### src/rtl/sfl_pkg.sv
package sfl_pkg;
  typedef enum logic [1:0] {
    ST_CMD  = 2'd0,
    ST_ADDR = 2'd1,
    ST_DATA = 2'd2,
    ST_SKIP = 2'd3
  } sfl_state_e;
endpackage

### src/rtl/sfl_sync.sv
module sfl_sync #(
  parameter int          W       = 4,
  parameter int          STAGES  = 2,
  parameter logic [W-1:0] RST_VAL = '0
) (
  input  logic         clk,
  input  logic         rst_n,
  input  logic [W-1:0] din,
  output logic [W-1:0] dout
);
  logic [W-1:0] stg [STAGES];

  always_ff @(posedge clk or negedge rst_n) begin
    if (!rst_n) begin
      for (int i = 0; i < STAGES; i++) stg[i] <= RST_VAL;
    end else begin
      stg[0] <= din;
      for (int i = 1; i < STAGES; i++) stg[i] <= stg[i-1];
    end
  end

  assign dout = stg[STAGES-1];
endmodule

### src/rtl/sfl_rst_filter.sv
module sfl_rst_filter #(
  parameter int TRP_CLKS = 5
) (
  input  logic clk,
  input  logic rst_n,
  input  logic pin_low,
  output logic hold
);
  localparam int CW = $clog2(TRP_CLKS + 1);
  localparam logic [CW-1:0] LIMIT = CW'(TRP_CLKS);

  logic [CW-1:0] low_cnt;

  always_ff @(posedge clk or negedge rst_n) begin
    if (!rst_n)               low_cnt <= '0;
    else if (!pin_low)        low_cnt <= '0;
    else if (low_cnt != LIMIT) low_cnt <= low_cnt + 1'b1;
  end

  assign hold = pin_low && (low_cnt == LIMIT);


  short_pulse_chk: assert property (@(posedge clk) disable iff (!rst_n)
    !pin_low |=> !hold);
endmodule

### src/rtl/sfl_slave_fe.sv
module sfl_slave_fe
  import sfl_pkg::*;
#(
  parameter int         ADDR_W      = 23,
  parameter int         ADDR_BYTES  = 3,
  parameter logic [7:0] RD_CODE     = 8'h03,
  parameter int         TRP_CLKS    = 5,
  parameter int         SYNC_STAGES = 2
) (
  input  logic              clk,
  input  logic              rst_n,
  input  logic              sclk,
  input  logic              cs_n,
  input  logic              si,
  input  logic              hw_rst_n,
  output logic              so,
  output logic              so_en,
  output logic              cmd_stb,
  output logic [7:0]        cmd_code,
  output logic              byte_stb,
  output logic              mem_rd,
  output logic [ADDR_W-1:0] mem_addr,
  input  logic [7:0]        mem_rdata
);
  localparam int SH_W = ADDR_BYTES * 8;
  localparam int ABW  = $clog2(ADDR_BYTES + 1);
  localparam logic [ABW-1:0]    LAST_AB  = ABW'(ADDR_BYTES - 1);
  localparam logic [ADDR_W-1:0] ADDR_TOP = '1;

  function automatic logic [ADDR_W-1:0] next_addr(input logic [ADDR_W-1:0] a);
    return (a == ADDR_TOP) ? '0 : a + {{(ADDR_W-1){1'b0}}, 1'b1};
  endfunction

  function automatic logic [ADDR_W-1:0] pick_addr(input logic [SH_W-1:0] raw);
    return raw[ADDR_W-1:0];
  endfunction

  // pin synchronizer: {hw_rst_n, cs_n, si, sclk}
  logic [3:0] pins_s;
  sfl_sync #(.W(4), .STAGES(SYNC_STAGES), .RST_VAL(4'b1100)) u_sync (
    .clk  (clk),
    .rst_n(rst_n),
    .din  ({hw_rst_n, cs_n, si, sclk}),
    .dout (pins_s)
  );

  wire sclk_s  = pins_s[0];
  wire si_s    = pins_s[1];
  wire cs_s    = pins_s[2];
  wire pin_low = ~pins_s[3];

  logic rst_hold;
  sfl_rst_filter #(.TRP_CLKS(TRP_CLKS)) u_rfilt (
    .clk    (clk),
    .rst_n  (rst_n),
    .pin_low(pin_low),
    .hold   (rst_hold)
  );

  sfl_state_e         state;
  logic               sclk_q;
  logic [2:0]         bitcnt;
  logic [6:0]         rx_sh;
  logic [SH_W-9:0]    asm_q;
  logic [ABW-1:0]     abyte;
  logic [7:0]         tx;
  logic               rd_pend;

  // named events for checking
  wire       abort          = cs_s | rst_hold;
  wire       sclk_rise      = sclk_s & ~sclk_q & ~cs_s & ~pin_low;
  wire [7:0] rx_byte        = {rx_sh, si_s};
  wire       byte_end       = sclk_rise && (bitcnt == 3'd7);
  wire       data_byte_done = byte_end && (state == ST_DATA);

  always_ff @(posedge clk or negedge rst_n) begin
    if (!rst_n) begin
      state    <= ST_CMD;
      sclk_q   <= 1'b0;
      bitcnt   <= '0;
      rx_sh    <= '0;
      asm_q    <= '0;
      abyte    <= '0;
      tx       <= '0;
      rd_pend  <= 1'b0;
      so       <= 1'b0;
      so_en    <= 1'b0;
      cmd_stb  <= 1'b0;
      cmd_code <= '0;
      byte_stb <= 1'b0;
      mem_rd   <= 1'b0;
      mem_addr <= '0;
    end else begin
      sclk_q   <= sclk_s;
      cmd_stb  <= 1'b0;
      byte_stb <= 1'b0;
      mem_rd   <= 1'b0;
      rd_pend  <= mem_rd;
      if (rd_pend) tx <= mem_rdata;

      if (abort) begin
        state  <= ST_CMD;
        bitcnt <= '0;
        abyte  <= '0;
        so_en  <= 1'b0;
      end else begin
        if (pin_low) so_en <= 1'b0;
        if (sclk_rise) begin
          bitcnt <= bitcnt + 3'd1;
          rx_sh  <= rx_byte[6:0];
          unique case (state)
            ST_CMD: if (byte_end) begin
              cmd_code <= rx_byte;
              cmd_stb  <= 1'b1;
              byte_stb <= 1'b1;
              abyte    <= '0;
              state    <= (rx_byte == RD_CODE) ? ST_ADDR : ST_SKIP;
            end
            ST_ADDR: if (byte_end) begin
              byte_stb <= 1'b1;
              asm_q    <= {asm_q[SH_W-17:0], rx_byte};
              if (abyte == LAST_AB) begin
                mem_addr <= pick_addr({asm_q, rx_byte});
                mem_rd   <= 1'b1;
                state    <= ST_DATA;
              end else begin
                abyte <= abyte + 1'b1;
              end
            end
            ST_DATA: begin
              so    <= tx[7];
              tx    <= {tx[6:0], 1'b0};
              so_en <= 1'b1;
              if (byte_end) begin
                mem_addr <= next_addr(mem_addr);
                mem_rd   <= 1'b1;
              end
            end
            ST_SKIP: ;
            default: ;
          endcase
        end
      end
    end
  end


  so_off_cs_chk: assert property (@(posedge clk) disable iff (!rst_n)
    cs_s |=> !so_en);


  so_off_rst_chk: assert property (@(posedge clk) disable iff (!rst_n)
    pin_low |=> !so_en);


  rst_abort_chk: assert property (@(posedge clk) disable iff (!rst_n)
    rst_hold |=> (state == ST_CMD && bitcnt == 3'd0));


  addr_step_chk: assert property (@(posedge clk) disable iff (!rst_n)
    data_byte_done |=> (mem_rd && mem_addr == next_addr($past(mem_addr))));


  cmd_pulse_chk: assert property (@(posedge clk) disable iff (!rst_n)
    cmd_stb |=> !cmd_stb);


  skip_no_rd_chk: assert property (@(posedge clk) disable iff (!rst_n)
    (state == ST_SKIP) |-> (!mem_rd && !so_en));
endmodule

### config.mk
export PLATFORM = sky130hd
export DESIGN_NAME = sfl_slave_fe
export DESIGN_NICKNAME = d
export VERILOG_FILES = /design/src/rtl/sfl_pkg.sv /design/src/rtl/sfl_sync.sv /design/src/rtl/sfl_rst_filter.sv /design/src/rtl/sfl_slave_fe.sv
export SDC_FILE = /design/constraint.sdc
export NUM_CORES = 1
export LEC_CHECK = 0
export ABC_AREA = 1
export BUFFER_PORTS_ARGS = -buffer_cell sky130_fd_sc_hd__buf_2
export CAP_MARGIN = 20
export CORE_MARGIN = 2
export CORE_UTILIZATION = 52
export CTS_CLUSTER_SIZE = 8
export DETAILED_ROUTE_END_ITERATION = 8
export GPL_ROUTABILITY_DRIVEN = 0
export PLACE_DENSITY = 0.72
export SYNTH_ARGS = -nofsm -noshare
export SYNTH_HDL_FRONTEND = slang
export SYNTH_SLANG_ARGS = --single-unit
### constraint.sdc
create_clock -name clk -period 5.8 [get_ports clk]
set_clock_uncertainty 0.15 [all_clocks]
set_input_delay 0.87 -clock clk [delete_from_list [all_inputs] [get_ports clk]]
set_output_delay 0.87 -clock clk [all_outputs]
set_load 0.005 [all_outputs]
# Word-level counts from Yosys, hierarchy flattened
# Index checks and enable logic that the tools add are counted.
# word_totals
out_inout_bits	36
reg_bits	86
wordCells	102
inputBits	14
# classes
n_reduce_logical	15
n_mux	42
eq_ne	15
bitwise_logic	8
n_addsub	4
# op_table
operator	n
23-bit 2-to-1 mux	4
23-bit case mux with 2 select lines	1
8-bit 2-to-1 mux	4
23-bit by 1-bit adder with 23-bit output, second input constant	1
23-bit == test, second input constant	1
2-bit 2-to-1 mux	11
1-bit 2-to-1 mux	15
3-bit inequality test, second input constant	5
3-bit 2-to-1 mux	4
5-bit AND reduction	2
8-bit by 2-bit == test with 1-bit output, second input constant	1
2-bit case mux with 2 select lines	2
4-bit AND reduction	2
3-bit by 1-bit adder with 3-bit output, second input constant	2
3-bit == test, second input constant	2
2-bit inequality test, second input constant	3
6-bit AND reduction	1
2-bit nonzero test	3
2-bit == test, second input constant	2
1-bit inverter	4
1-bit bitwise AND	3
3-bit AND reduction	1
3-bit nonzero test	1
2-bit by 1-bit adder with 2-bit output, second input constant	1
7 further kinds	8

# Logic depth before layout (Yosys ltp)
# depth
ltp_word	9
depth_mapped	10

# Cells and area by module
# Synthesis repeated with hierarchy kept, for this count alone.
# hier_totals
hier_cells	548
area_unflattened_um2	4371.7
# by_module_without_submodules
mod	cells_each	instances	area_per_inst_um2	seq_area_each_um2
sfl_slave_fe	515	1	3965.1	1876.8
sfl_sync	12	1	235.2	205.2
sfl_rst_filter	21	1	171.4	75.1

# Least setup slack after synthesis
# Ideal clock, no wire load.
# synth_path
kind	flip-flop to flip-flop
start	register u_sync.stg, in the netlist u_sync.dout[3]
end	register mem_addr[1]
slack_ps	3979
path_stages_with_launch	10
t_arrival_ps	1548
setup_ps	122
period_less_slack_ps	1821
cell_sequence	dfstp_2 > buf_4 > nand2_2 > nor3_4 > nand2_4 > nor2_2 > nand2_4 > buf_6 > a21oi_1 > a21oi_1
# synth_via
elab_chain_len	5
word_cells_on_any_way	9
cone_classes	eq/ne: 2; bitwise: 4; reduce/logical: 3
# synth_rtl
element	line_no	text
from (decl)	sfl_sync.sv:11	logic [W-1:0] stg [STAGES];
branches (longest 4 deep; another with 2-bit inequality test)	--	
6-bit AND reduction (no line) (*)	--	
to (signal assigned)	sfl_slave_fe.sv:123	mem_addr <= pick_addr({asm_q, rx_byte});
to (signal assigned)	sfl_slave_fe.sv:135	mem_addr <= next_addr(mem_addr);
to (decl)	sfl_slave_fe.sv:22	output logic [ADDR_W-1:0] mem_addr,
# Every way passes the cells marked *.
# A chain may end at the register's enable or synchronous reset.

# Final worst setup path
# layout_path
start	register state[0]
end	register mem_addr[4]
# layout_via
elab_chain_len	3
word_cells_on_any_way	8
cone_classes	eq/ne: 5; mux: 1; reduce/logical: 2
# layout_rtl
element	line_no	text
from (decl)	sfl_slave_fe.sv:60	sfl_state_e state;
from (signal assigned)	sfl_slave_fe.sv:117	state <= (rx_byte == RD_CODE) ? ST_ADDR : ST_SKIP;
2-bit by 1-bit == test with 1-bit output / 2-bit == test (equally long branches)	sfl_slave_fe.sv:111	unique case (state)
2-bit inequality test (no line) / 2-bit nonzero test (equally long branches)	--	
6-bit AND reduction (no line)	--	
# Parallel ways exist; a longest one is shown, timed or not.

==> load_flow_metrics.sql <==
INSERT INTO impl_metrics (metric_group, metric, value, unit) VALUES
('clock_network', 'cts.repair_timing.setup_buffer_count', '0', ''),
('clock_network', 'resized_gates_after_cts', '0', ''),
('synthesis', 'synth_cells', '501', ''),
('critical_path', 'timing.critical_path.required', '5.90', 'ns'),
('layout', 'num-nets-final', '571', ''),
('grt', 'grt_antenna_before_repair', '0', ''),
('critical_path', 'worstSetupStartpointType', 'flop', ''),
('die', 'fp-row-count', '33', ''),
('power_and_ir_drop', 'power-per-cell-area', '254', 'mW/mm^2'),
('critical_path', 'cp.buffers_inverters', '2', ''),
('layout', 'layout-drive-gt1-share', '0.219', ''),
('synthesis', 'area_fraction_in_compound_gates_after_synthesis', '0.135', ''),
('synthesis', 'yosys.area_share.adder', '0.0261', ''),
('sta', 'tightestPinTransition', '1.03', 'ns'),
('critical_path', 'end_kind', 'flop', ''),
('critical_path', 'critical_path.top_delay_family', 'buffers and inverters', ''),
('layout', 'synthToLayoutAreaGrowth', '11.9', '%'),
('critical_path', 'critical-path-slowest-cell', 'sky130_fd_sc_hd__inv_1', ''),
('critical_path', 'critical_path_peak_fanout', '25', ''),
('clock_network', 'clock-root-buffer', 'sky130_fd_sc_hd__clkbuf_8', ''),
('sta', 'slew_hr', '0.312', ''),
('grt', 'pin_count_of_the_biggest_net_entering_global_routing', '87', ''),
('clock_network', 'tritoncts', 'yes', ''),
('sta', 'rsz_0062_raised_after_global_routing', 'false', ''),
('die', 'initial_core_util', '0.530', ''),
('grt', 'wire_length_of_the_first_global_routing_pass', '15.0', 'mm'),
('grt', 'globalRouteOverflowTotal', '0', ''),
('synthesis', 'yosysSeqAreaShare', '0.501', ''),
('detailed_routing', 'drc', '0', ''),
('clock_network', 'cts_made_buffers', '9', ''),
('clock_network', 'clkSlewWorstSetupHoldPaths', '0.08', 'ns'),
('die', 'die_w', '95.0', 'um'),
('placed_design', 'dp_hpwl', '6.21', 'mm'),
('sta', 'timing.fmax', '0.426', 'GHz'),
('clock_network', 'cts_num_sinks', '86', ''),
('critical_path', 'path_common_cell', 'sky130_fd_sc_hd__nand2_1', ''),
('synthesis', 'muxShareOfSynthArea', '0.0131', ''),
('critical_path', 'setup_slack_of_the_most_critical_reg_to_reg_path', '3.45', 'ns'),
('sta', 'layout_worst_path_cycle_share', '0.404', ''),
('detailed_routing', 'first_iter_violations', '200', ''),
('synthesis', 'synth_simple_gate_area_share', '0.234', ''),
('die', 'floorplan.die_area', '0.00903', 'mm^2'),
('synthesis', 'postSynth.asyncResetShare', '1.00', ''),
('synthesis', 'ys.warnings.count', '0', ''),
('sta', 'fin_crit', '2.35', 'ns'),
('critical_path', 'worst_r2r_path_depth', '7', ''),
('grt', 'first_global_vias', '3090', ''),
('die', 'floorplan.core_area', '0.00813', 'mm^2'),
('status', 'run_status', 'completed', ''),
('synthesis', 'synth_xor_xnor_area_share', '0.0264', ''),
('power_and_ir_drop', 'power.static_leakage', '2.34', 'nW'),
('critical_path', 'cp-startpoint', 'state[0]', ''),
('critical_path', 'classification_of_the_worst_setup_path', 'flop to flop', ''),
('detailed_routing', 'viasPerCell', '5.18', ''),
('grt', 'grt_util_all_layers', '0.217', ''),
('critical_path', 'critical_path_arrival', '2.44', 'ns'),
('die', 'ioPinCount', '50', ''),
('clock_network', 'post_cts_hold_buffer_count', '0', ''),
('clock_network', 'max-clock-path-buffers', '2', ''),
('synthesis', 'synthesis.area_per_instance', '8.60', 'um^2'),
('detailed_routing', 'drt_pass1_iterations', '4', ''),
('power_and_ir_drop', 'power.ir.vdd_worst', '177', 'uV'),
('synthesis', 'synth-seq-cells', '86', ''),
('synthesis', 'synth.lib_cells_used.distinct', '38', ''),
('detailed_routing', 'number_of_vias_after_detailed_routing', '3410', ''),
('run', 'max_capacitance_violation_count', '0', ''),
('layout', 'final_core_utilization', '0.593', ''),
('layout', 'antenna_cells', '0', ''),
('critical_path', 'worstPathCellList', 'inv_1, ha_1, inv_1, nand2_1, o21ai_0, nand2_1, nand2_1', ''),
('sta', 'setup-violations-final', '0', ''),
('synthesis', 'syn_nets', '524', '');
-- per-layer routing --
metal,track usage,wire length (um)
met1,0.329,4270
met2,0.318,4060
met5,0,0
met3,0.0387,414
met4,0.0700,136
-- Yosys cell counts (2+ instances only) --
cell                       instances  share of area
sky130_fd_sc_hd__mux2_2            4          0.010
sky130_fd_sc_hd__nor2_1           67          0.058
sky130_fd_sc_hd__xor2_1            8          0.016
sky130_fd_sc_hd__nand2_1         128           0.11
sky130_fd_sc_hd__dfrtp_1          82           0.48
sky130_fd_sc_hd__a21oi_2          32          0.065
sky130_fd_sc_hd__clkbuf_1          6         0.0052
sky130_fd_sc_hd__nand4_1           5         0.0073
sky130_fd_sc_hd__a21oi_1           8         0.0093
sky130_fd_sc_hd__nand3_1          17          0.020
sky130_fd_sc_hd__dfstp_2           4          0.024
sky130_fd_sc_hd__inv_2             2         0.0017
sky130_fd_sc_hd__inv_1            44          0.038
sky130_fd_sc_hd__nor2_2            2         0.0029
sky130_fd_sc_hd__nor3_1            2         0.0023
sky130_fd_sc_hd__ha_1              9          0.026
sky130_fd_sc_hd__or2_2             2         0.0029
sky130_fd_sc_hd__nand3b_1          4         0.0070
sky130_fd_sc_hd__buf_6             5          0.013
sky130_fd_sc_hd__o21ai_1           9          0.010
sky130_fd_sc_hd__nand2_4           3         0.0078
sky130_fd_sc_hd__xnor2_1           5          0.010
sky130_fd_sc_hd__o21ai_0          36          0.042
sky130_fd_sc_hd__nand2_2           3         0.0044
-- flip-flops by register name, indices dropped and copies added (netlist names), 2 cells and up --
signal,flops
rx_sh,7
cmd_code,8
tx,8
u_sync.dout,4
mem_addr,23
u_sync.stg,4
abyte,2
bitcnt,3
state,2
u_rfilt.low_cnt,3
asm_q,15
-- cells in the final DEF, fill, tap and decap left out, types with 2 or more instances in the layout --
cell	instances
sky130_fd_sc_hd__nand3_1	17
sky130_fd_sc_hd__nor3_1	2
sky130_fd_sc_hd__dfrtp_1	82
sky130_fd_sc_hd__nor2_1	67
sky130_fd_sc_hd__dfstp_2	4
sky130_fd_sc_hd__nand2_2	3
sky130_fd_sc_hd__nand2_1	128
sky130_fd_sc_hd__nand4_1	5
sky130_fd_sc_hd__clkinvlp_4	2
sky130_fd_sc_hd__xnor2_1	5
sky130_fd_sc_hd__ha_1	9
sky130_fd_sc_hd__inv_2	2
sky130_fd_sc_hd__buf_2	48
sky130_fd_sc_hd__inv_1	44
sky130_fd_sc_hd__a21oi_1	8
sky130_fd_sc_hd__mux2_2	4
sky130_fd_sc_hd__nand3b_1	4
sky130_fd_sc_hd__nor2_2	2
sky130_fd_sc_hd__nand2_4	3
sky130_fd_sc_hd__xor2_1	8
sky130_fd_sc_hd__or2_2	2
sky130_fd_sc_hd__o21ai_0	36
sky130_fd_sc_hd__a21oi_2	32
sky130_fd_sc_hd__o21ai_1	9
sky130_fd_sc_hd__clkbuf_8	10
sky130_fd_sc_hd__clkinv_4	2
-- final cells by class --
type / instances / area [um^2]
fillers: 744 / 3310
flip-flops and latches: 86 / 2160
multi-input cells: 354 / 1870
inverters: 47 / 181
well taps: 105 / 131
clock inverters: 5 / 58.8
repair buffers: 50 / 275
clock buffers: 11 / 141
-- worst min path at each step --
stage	startpoint	end	slack [ns]	depth (start not counted)
after global routing	u_sync.stg[4]	u_sync.dout[0]	0.21	0
after floorplan	u_sync.stg[4]	u_sync.dout[0]	0.18	0
after detailed placement	u_sync.stg[5]	u_sync.dout[1]	0.19	0
after global placement	u_sync.stg[5]	u_sync.dout[1]	0.18	0
final	u_sync.stg[5]	u_sync.dout[1]	0.20	0
after CTS	u_sync.stg[5]	u_sync.dout[1]	0.20	0
-- report_power, final --
group	switching [W]	total [W]	internal, W
clock	0.000213	0.000424	0.000211
sequential	0.0000276	0.000668	0.000640
combinational	0.0000902	0.000134	0.0000433
-- stage by stage --
step / total power (W) / setup WS (ns) / instance area, um^2 / hold slack (ns) / std cells
finish: 0.00123 / 3.45 / 4820 / 0.202 / 658
global route: 0.00129 / 3.27 / 4820 / 0.213 / 658
CTS: 0.00124 / 3.47 / 4790 / 0.204 / 657
detailed placement: 0.000812 / 3.49 / 4590 / 0.186 / 641
global placement: 0.000804 / 3.55 / 4590 / 0.182 / 641
floorplan: 0.000761 / 3.98 / 4310 / 0.181 / 501
-- kinds of logic after synthesis --
group | Yosys count
adder cells (fa/ha/maj) | 9
multiplexers | 5
flip-flops | 86
AO/OA/AOI/OAI | 90
buffers and inverters | 61
AND/OR/NAND/NOR | 237
XOR/XNOR | 13
No activity file was read; power rests on OpenSTA's default activity.
